File: src/rtl/xlc_pkg.sv
package xlc_pkg;
  localparam int unsigned XLC_ENTRIES = 8;
  localparam int unsigned XLC_AW      = 24;
  localparam int unsigned XLC_MIN_OFF = 11;

  typedef enum logic {
    PG_2K = 1'b0,
    PG_4K = 1'b1
  } pg_mode_e;
endpackage

File: src/rtl/xlc_entry.sv
module xlc_entry #(
  parameter int unsigned TAG_W = 13,
  parameter int unsigned FRM_W = 13
) (
  input  logic             clk,
  input  logic             rst_n,
  input  logic             purge_i,
  input  logic             wr_i,
  input  logic [TAG_W-1:0] wr_tag_i,
  input  logic [FRM_W-1:0] wr_frm_i,
  input  logic [TAG_W-1:0] lk_tag_i,
  input  logic [TAG_W-1:0] fl_tag_i,
  output logic             vld_o,
  output logic             lk_hit_o,
  output logic             fl_hit_o,
  output logic [FRM_W-1:0] frm_o
);
  logic             vld_q, vld_d;
  logic             data_en;
  logic [TAG_W-1:0] tag_q;
  logic [FRM_W-1:0] frm_q;

  always_comb begin
    vld_d   = vld_q;
    data_en = wr_i & ~purge_i;
    if (purge_i)    vld_d = 1'b0;
    else if (wr_i)  vld_d = 1'b1;
  end

  always_ff @(posedge clk or negedge rst_n) begin
    if (!rst_n) vld_q <= 1'b0;
    else        vld_q <= vld_d;
  end

  always_ff @(posedge clk) begin
    if (data_en) begin
      tag_q <= wr_tag_i;
      frm_q <= wr_frm_i;
    end
  end

  assign vld_o    = vld_q;
  assign lk_hit_o = vld_q && (tag_q == lk_tag_i);
  assign fl_hit_o = vld_q && (tag_q == fl_tag_i);
  assign frm_o    = frm_q;
endmodule

File: src/rtl/xlc_victim.sv
module xlc_victim #(
  parameter int unsigned N_ENT = 8,
  localparam int unsigned PTR_W = $clog2(N_ENT)
) (
  input  logic             clk,
  input  logic             rst_n,
  input  logic             fill_en_i,
  input  logic             purge_i,
  input  logic [N_ENT-1:0] vld_i,
  input  logic [N_ENT-1:0] fl_hit_i,
  output logic [N_ENT-1:0] wr_sel_o
);
  logic [PTR_W-1:0] rr_q, rr_d;
  logic [N_ENT-1:0] free_sel;
  logic             rr_adv;

  always_comb begin
    free_sel = '0;
    for (int i = N_ENT - 1; i >= 0; i--) begin
      if (!vld_i[i]) begin
        free_sel    = '0;
        free_sel[i] = 1'b1;
      end
    end
  end

  always_comb begin
    wr_sel_o = '0;
    rr_adv   = 1'b0;
    if (fill_en_i && !purge_i) begin
      if (|fl_hit_i)       wr_sel_o = fl_hit_i;
      else if (|free_sel)  wr_sel_o = free_sel;
      else begin
        wr_sel_o[rr_q] = 1'b1;
        rr_adv         = 1'b1;
      end
    end
  end

  always_comb begin
    rr_d = rr_q;
    if (rr_adv) rr_d = (rr_q == PTR_W'(N_ENT - 1)) ? '0 : rr_q + 1'b1;
  end

  always_ff @(posedge clk or negedge rst_n) begin
    if (!rst_n) rr_q <= '0;
    else        rr_q <= rr_d;
  end
endmodule

File: src/rtl/xlate_cache.sv
module xlate_cache
  import xlc_pkg::*;
#(
  parameter int unsigned N_ENT   = XLC_ENTRIES,
  parameter int unsigned AW      = XLC_AW,
  parameter int unsigned MIN_OFF = XLC_MIN_OFF,
  localparam int unsigned TAG_W  = AW - MIN_OFF,
  localparam int unsigned FRM_W  = AW - MIN_OFF
) (
  input  logic             clk,
  input  logic             rst_n,
  input  logic             pg4k_i,
  input  logic [AW-1:0]    lk_va_i,
  output logic             lk_hit_o,
  output logic [AW-1:0]    lk_ra_o,
  input  logic             fill_en_i,
  input  logic [AW-1:0]    fill_va_i,
  input  logic [FRM_W-1:0] fill_frame_i,
  input  logic             purge_i
);
  pg_mode_e         mode;
  logic [TAG_W-1:0] lk_tag, fl_tag;
  logic [N_ENT-1:0] vld_vec, lk_hit_vec, fl_hit_vec, wr_sel;
  logic [FRM_W-1:0] frm_arr [N_ENT];
  logic [FRM_W-1:0] lk_frm;

  assign mode = pg_mode_e'(pg4k_i);

  always_comb begin
    if (mode == PG_4K) begin
      lk_tag = {1'b0, lk_va_i[AW-1:MIN_OFF+1]};
      fl_tag = {1'b0, fill_va_i[AW-1:MIN_OFF+1]};
    end else begin
      lk_tag = lk_va_i[AW-1:MIN_OFF];
      fl_tag = fill_va_i[AW-1:MIN_OFF];
    end
  end

  for (genvar g = 0; g < N_ENT; g++) begin : g_ent
    xlc_entry #(.TAG_W(TAG_W), .FRM_W(FRM_W)) u_ent (
      .clk      (clk),
      .rst_n    (rst_n),
      .purge_i  (purge_i),
      .wr_i     (wr_sel[g]),
      .wr_tag_i (fl_tag),
      .wr_frm_i (fill_frame_i),
      .lk_tag_i (lk_tag),
      .fl_tag_i (fl_tag),
      .vld_o    (vld_vec[g]),
      .lk_hit_o (lk_hit_vec[g]),
      .fl_hit_o (fl_hit_vec[g]),
      .frm_o    (frm_arr[g])
    );
  end

  xlc_victim #(.N_ENT(N_ENT)) u_victim (
    .clk       (clk),
    .rst_n     (rst_n),
    .fill_en_i (fill_en_i),
    .purge_i   (purge_i),
    .vld_i     (vld_vec),
    .fl_hit_i  (fl_hit_vec),
    .wr_sel_o  (wr_sel)
  );

  always_comb begin
    lk_frm = '0;
    for (int i = 0; i < N_ENT; i++) lk_frm |= frm_arr[i] & {FRM_W{lk_hit_vec[i]}};
  end

  assign lk_hit_o = |lk_hit_vec;

  always_comb begin
    if (!lk_hit_o)           lk_ra_o = '0;
    else if (mode == PG_4K)  lk_ra_o = {lk_frm[FRM_W-2:0], lk_va_i[MIN_OFF:0]};
    else                     lk_ra_o = {lk_frm, lk_va_i[MIN_OFF-1:0]};
  end
endmodule

File: config.mk
export PLATFORM = sky130hd
export DESIGN_NAME = xlate_cache
export DESIGN_NICKNAME = d
export VERILOG_FILES = /design/src/rtl/xlc_pkg.sv /design/src/rtl/xlc_entry.sv /design/src/rtl/xlc_victim.sv /design/src/rtl/xlate_cache.sv
export SDC_FILE = /design/constraint.sdc
export NUM_CORES = 1
export LEC_CHECK = 0
export BUFFER_PORTS_ARGS = -buffer_cell sky130_fd_sc_hd__buf_2
export CAP_MARGIN = 40
export CORE_UTILIZATION = 52
export CTS_CLUSTER_DIAMETER = 80
export DETAILED_ROUTE_END_ITERATION = 10
export GPL_ROUTABILITY_DRIVEN = 0
export PLACE_DENSITY = 0.78
export SETUP_SLACK_MARGIN = 0.4
export SLEW_MARGIN = 0
export SYNTH_ARGS = -nofsm -noshare
export SYNTH_HDL_FRONTEND = slang
export SYNTH_HIERARCHICAL = 1
export SYNTH_SLANG_ARGS = --single-unit
File: constraint.sdc
create_clock -name clk -period 4.92 [get_ports clk]
set_input_delay 0.984 -clock clk [delete_from_list [all_inputs] [get_ports clk]]
set_output_delay 0.984 -clock clk [all_outputs]
set_load 0.01 [all_outputs]
==> results of run 1 <==
[placed cells by master, fill, tap and decap left out, types with 8 or more instances in the layout]
cell type	count
buf_2	78
nor2_1	25
edfxtp_1	208
and4_1	13
buf_4	12
nor4_4	10
and2_4	9
dfrtp_1	11
buf_12	12
a22oi_1	51
xnor2_1	201
mux2i_1	12
mux2_2	20
clkbuf_16	23
nand2_1	19
nor4_2	8
nand4_1	50
[power by group through the flow]
stage	clock (mW)	sequential, mW	combinational [mW]
6_report	1.79	2.07	0.334
3_3_place_gp	0	2.10	0.316
5_1_grt	1.88	2.07	0.357
4_1_cts	1.80	2.06	0.328
3_5_place_dp	0	2.10	0.322
2_1_floorplan	0	2.10	0.208
[critical path: cells and delay by family]
family	cells	cell delay [ps]
multiplexers	2	700
XOR/XNOR	1	260
buffers and inverters	3	570
AO/OA/AOI/OAI	1	100
AND/OR/NAND/NOR	3	810
[sequential cells by signal (all words and copies together) (netlist names)]
name,count
g_ent.u_ent/vld_o,8
g_ent.u_ent/tag_q,104
g_ent.u_ent/frm_o,104
u_victim/rr_q,3
[synth_stat cells, types with 2 or more instances]
cell / number / area, µm²
nor4_4: 2 / 42.5
a22oi_1: 51 / 383
inv_1: 6 / 22.5
and4_1: 13 / 114
nand2_1: 19 / 71.3
dfrtp_1: 11 / 275
nand2b_1: 3 / 18.8
a21oi_1: 5 / 25.0
nand4_1: 50 / 313
xnor2_1: 208 / 1820
buf_4: 4 / 30.0
o22ai_1: 2 / 12.5
ha_1: 2 / 25.0
nor4_1: 9 / 56.3
o21ai_0: 3 / 15.0
mux2_4: 3 / 45.0
mux2_2: 24 / 270
nand3_1: 2 / 10.0
buf_2: 4 / 20.0
a22o_1: 2 / 17.5
mux2i_1: 12 / 120
buf_6: 5 / 56.3
nor2_1: 25 / 93.8
edfxtp_1: 208 / 6250
nor2b_1: 10 / 62.6
o31ai_1: 2 / 15.0
and2_4: 9 / 78.8
nor4_2: 8 / 100
and2_1: 2 / 12.5
[metrics by stage]
step	instances	utilization	cell area, µm²	total power, mW
floorplan	722	-	10600	2.31
global placement	1078	0.594	11700	2.42
detailed placement	1079	0.594	11700	2.43
CTS	1121	0.635	12500	4.20
global route	1121	0.638	12500	4.30
finish	1121	0.638	12500	4.19
[worst max-delay path by stage]
stage                     startpoint          end  slack (ps)  cells past startpoint
after global routing          pg4k_i  lk_ra_o[21]         420                     11
after floorplan               pg4k_i  lk_ra_o[18]         490                     10
after global placement        pg4k_i  lk_ra_o[21]         130                     10
after CTS                     pg4k_i  lk_ra_o[22]         410                     10
final                         pg4k_i  lk_ra_o[23]         480                     10
after detailed placement      pg4k_i  lk_ra_o[22]         240                     11
[area by class of cell]
class	instances	area [µm²]	share of cell area
clock buffer	24	579	0.0462
clock inverter	18	201	0.0161
inverter	6	22.5	0.00180
multi-input combinational	484	4130	0.329
sequential	219	6520	0.520
tap	265	332	0.0264
timing repair buffer	105	754	0.0602
[per-layer routing]
layer / global-route usage / wire, µm / vias up
li1: - / - / 2984
met1: 0.367 / 10900 / 3199
met2: 0.396 / 11800 / 325
met3: 0.0460 / 2350 / 33
met4: 0.0742 / 527 / 0
met5: 0 / 0 / -
[logic make-up after synthesis]
group           share of synthesized area
flops                               0.618
xor+xnor                            0.173
simple gates                        0.103
compound gates                     0.0505
mux                                0.0413
buf+inv                            0.0122
fa+ha+maj                         0.00237
==> results.toml, run 1 <==
[global_routing]
grtUsageTotal = 0.255
grt_pass1_wl_mm = 38.7
grt_overflow = 0
grt_max_degree = 27
antenna_found_initial = 0
grt_pass1_vias = 6504

[synth]
yosysSeqAreaShare = 0.618
synth.net_count = 790
synth_area_um2 = 10600
async_reset_ff_frac = 0.0502
synth_cells = 722
synth_edf_count = 208
yosys_register_bits = 219
syn_avg_cell_area_um2 = 14.6
synthFlopType = "edfxtp_1"
yosys_warnings = 6
ys_types = 47

[clock_network]
clkLatencyLatePin_ps = 530
hold_buffers = 0
htreeDepth = 1
cts_setup_buffers = 0
cts_made_buffers = 23
cts_resized = 4
tritoncts = "yes"
cts_buffer_depth = 3
path_clk_slew_ps = 60
cts_sinks = 219
cts_root_buf = "clkbuf_16"

[die]
die_w_um = 144
initial_utilization = 0.537
core_um2 = 19700
fp.dieArea_um2 = 20900
die_h_um = 144
rows = 51
num_io_pins = 91

[route]
vias = 6541
drt_first_iter_violations = 637
drtPass1Iterations = 5
ant_nets = 0
drc = 0
wl_mm = 25.6
viasPerCell = 5.83
wl_per_cell_um = 22.8

[layout]
n_fill_cell = 1427
finalNetCount = 907
drive_gt1_frac = 0.255
n_antenna_cell = 0
syn_to_final_growth_pct = 18.8

[critical_path]
path_cells = "buf_6 -> mux2_2 -> xnor2_1 -> nand4_1 -> nor4_4 -> buf_12 -> a22oi_1 -> and4_1 -> mux2i_1 -> buf_2"
r2r_slack_ps = 1990
r2r_end = "g_ent[6].u_ent/tag_q[4]$_DFFE_PP_"
r2r-start = "g_ent[7].u_ent/tag_q[8]$_DFFE_PP_"
cp_max_fo = 15
crit_path_start_kind = "input pin"
worstPathArrival_ps = 3450
end_kind = "primary output"
worst_ep_required_time_ps = 3940
critPathKind = "in2out"
r2r.worst_path.cells = 9
crit_slowest_cell = "mux2_2"
max_stage_delay_ps = 510

[power]
p_switching_uw = 929
seqPwrFrac = 0.493
clkPwrFrac = 0.427
intPower_mw = 3.26
peakVddDrop_uv = 222
power.density_nw_per_um2 = 334
combPwrFrac = 0.080
p_leak_nw = 4.03
p_sw_frac = 0.222

[timing]
slew_violations = 0
worst_slew_pin_slew_ps = 517
fin_crit_sh = 0.902
slew_headroom = 0.655
fin_tns_setup_ps = 0
fin_ws_ps = 484
finalSetupViolCount = 0
skew_ps = 20.8
holdWs_ps = 320
hold_viol_final = 0
rsz0062_at_grt = "false"
fmax_mhz = 225
fin_crit_ps = 4440

[run]
drv.max_cap_violation_count = 0

[place]
place_ws_ps = 236
io_buffers = 79
dp_hpwl_mm = 16.8

[min_path]
holdCritPathClass = "in2async"

[run_status]
status = "complete, no violations"
No activity file was read; power rests on OpenSTA's default activity.
==> inputs of run 2 (changes only) <==
--- a/config.mk
+++ b/config.mk
@@ -7,11 +7,11 @@
 export LEC_CHECK = 0
 export BUFFER_PORTS_ARGS = -buffer_cell sky130_fd_sc_hd__buf_2
 export CAP_MARGIN = 40
-export CORE_UTILIZATION = 52
+export CORE_UTILIZATION = 47
 export CTS_CLUSTER_DIAMETER = 80
 export DETAILED_ROUTE_END_ITERATION = 10
 export GPL_ROUTABILITY_DRIVEN = 0
-export PLACE_DENSITY = 0.78
+export PLACE_DENSITY = 0.72
 export SETUP_SLACK_MARGIN = 0.4
 export SLEW_MARGIN = 0
 export SYNTH_ARGS = -nofsm -noshare
==> results.toml, run 2 (synthesis gave the netlist of run 1 again) <==
[power]
p_leak_nw = 4.02
peakVddDrop_uv = 329
power.density_nw_per_um2 = 327

[min_path]
holdCritPathClass = "in2async"

[critical_path]
worst_ep_required_time_ps = 3940
crit_slowest_cell = "mux2_4"
end_kind = "primary output"
crit_path_start_kind = "input pin"
max_stage_delay_ps = 450
worstPathArrival_ps = 3440
cp_common_cell = "buf_6"
cp_max_fo = 15
path_cells = "buf_6 -> mux2_4 -> xnor2_1 -> nand4_1 -> nor4_4 -> buf_6 -> buf_4 -> a22oi_1 -> and4_1 -> mux2i_1 -> buf_2"
r2r.worst_path.cells = 9
critPathKind = "in2out"

[global_routing]
grtUsageTotal = 0.225
grt_pass1_wl_mm = 39.2
grt_pass1_vias = 6667
antenna_found_initial = 0
grt_overflow = 0
grt_max_degree = 27

[run]
drv.max_cap_violation_count = 0

[route]
ant_nets = 0
drc = 0
drtPass1Iterations = 5
drt_first_iter_violations = 489
viasPerCell = 5.77
wl_per_cell_um = 22.8
wl_mm = 26.0
vias = 6553

[run_status]
status = "complete, no violations"

[timing]
fin_crit_sh = 0.900
skew_ps = 15.8
slew_violations = 0
holdWs_ps = 333
fin_crit_ps = 4430
hold_viol_final = 0
fin_tns_setup_ps = 0
slew_headroom = 0.459
fmax_mhz = 226
worst_slew_pin_slew_ps = 809
finalSetupViolCount = 0
rsz0062_at_grt = "false"

[place]
place_inst = 1095
dp_hpwl_mm = 16.5
io_buffers = 79
placed_area_um2 = 11800

[die]
initial_utilization = 0.482
fp.dieArea_um2 = 23100
die_w_um = 152
core_um2 = 21900
num_io_pins = 91
die_h_um = 152
rows = 54

[clock_network]
path_clk_slew_ps = 60
cts_root_buf = "clkbuf_16"
cts_sinks = 219
clkLatencyLatePin_ps = 520
cts_buffer_depth = 3
tritoncts = "yes"
cts_made_buffers = 24
htreeDepth = 1

[layout]
multi_input_area_um2 = 4130
instances_no_fill = 1136
final_cell_area_um2 = 12600
finalNetCount = 909
final_cell_mix = "xnor2_1 (208), edfxtp_1 (208), buf_2 (78), a22oi_1 (51), nand4_1 (50)"
n_antenna_cell = 0
drive_gt1_frac = 0.244
n_fill_cell = 1753
seq_area_um2 = 6520
syn_to_final_growth_pct = 19.0
==> run 2: through the flow <==
stage               power (mW)  utilization  setup slack [ps]
global route              4.21        0.574               438
floorplan                 2.31            -               489
detailed placement        2.44        0.537               184
CTS                       4.12        0.572               402
finish                    4.11        0.574               491
global placement          2.43        0.537               247
==> run 2: final timing paths <==
path                                                       to  slack (ps)                         startpoint
max                                               lk_ra_o[19]         490                             pg4k_i
min                          g_ent[2].u_ent/vld_o$_DFFE_PN0P_         330                              rst_n
max reg2reg                g_ent[5].u_ent/frm_o[12]$_DFFE_PP_        2030  g_ent[4].u_ent/tag_q[8]$_DFFE_PP_
min reg2reg                  g_ent[2].u_ent/vld_o$_DFFE_PN0P_         650   g_ent[2].u_ent/vld_o$_DFFE_PN0P_
max in group asynchronous        u_victim/rr_q[2]$_DFFE_PN0P_        4360                              rst_n
min in group clk             g_ent[2].u_ent/vld_o$_DFFE_PN0P_         650   g_ent[2].u_ent/vld_o$_DFFE_PN0P_
==> run 2: area by class of cell <==
class | instances | share of cell area
Tap cell | 280 | 0.0279
Inverter | 6 | 0.00179
Sequential cell | 219 | 0.519
Clock inverter | 12 | 0.00927
Multi-Input combinational cell | 484 | 0.329
Timing Repair Buffer | 106 | 0.0637
Clock buffer | 29 | 0.0493
==> run 2: per-layer routing <==
metal / track usage / share of wire / vias to the layer above
li1: - / - / 2982
met1: 0.315 / 0.44 / 3244
met2: 0.366 / 0.46 / 279
met3: 0.0348 / 0.073 / 48
met4: 0.0643 / 0.026 / 0
met5: 0 / 0 / -
==> run 2: worst max-delay path: cells and delay by family <==
| family | cells | cell delay [ps] |
|---|---|---|
| XOR/XNOR | 1 | 230 |
| AO/OA/AOI/OAI | 1 | 90 |
| buffers and inverters | 4 | 760 |
| multiplexers | 2 | 620 |
| AND/OR/NAND/NOR | 3 | 740 |
==> run 2: repair_timing <==
item,CTS,global route
endpoints found under the setup margin,24,12
hold buffers,0,0
setup buffers,0,0
resized for setup,6,10
==> run 2: power by group <==
part	switching, mW	internal (mW)	leakage [nW]
clock network	0.707	0.995	0.354
logic	0.205	0.134	1.64
registers	0.00734	2.06	2.02
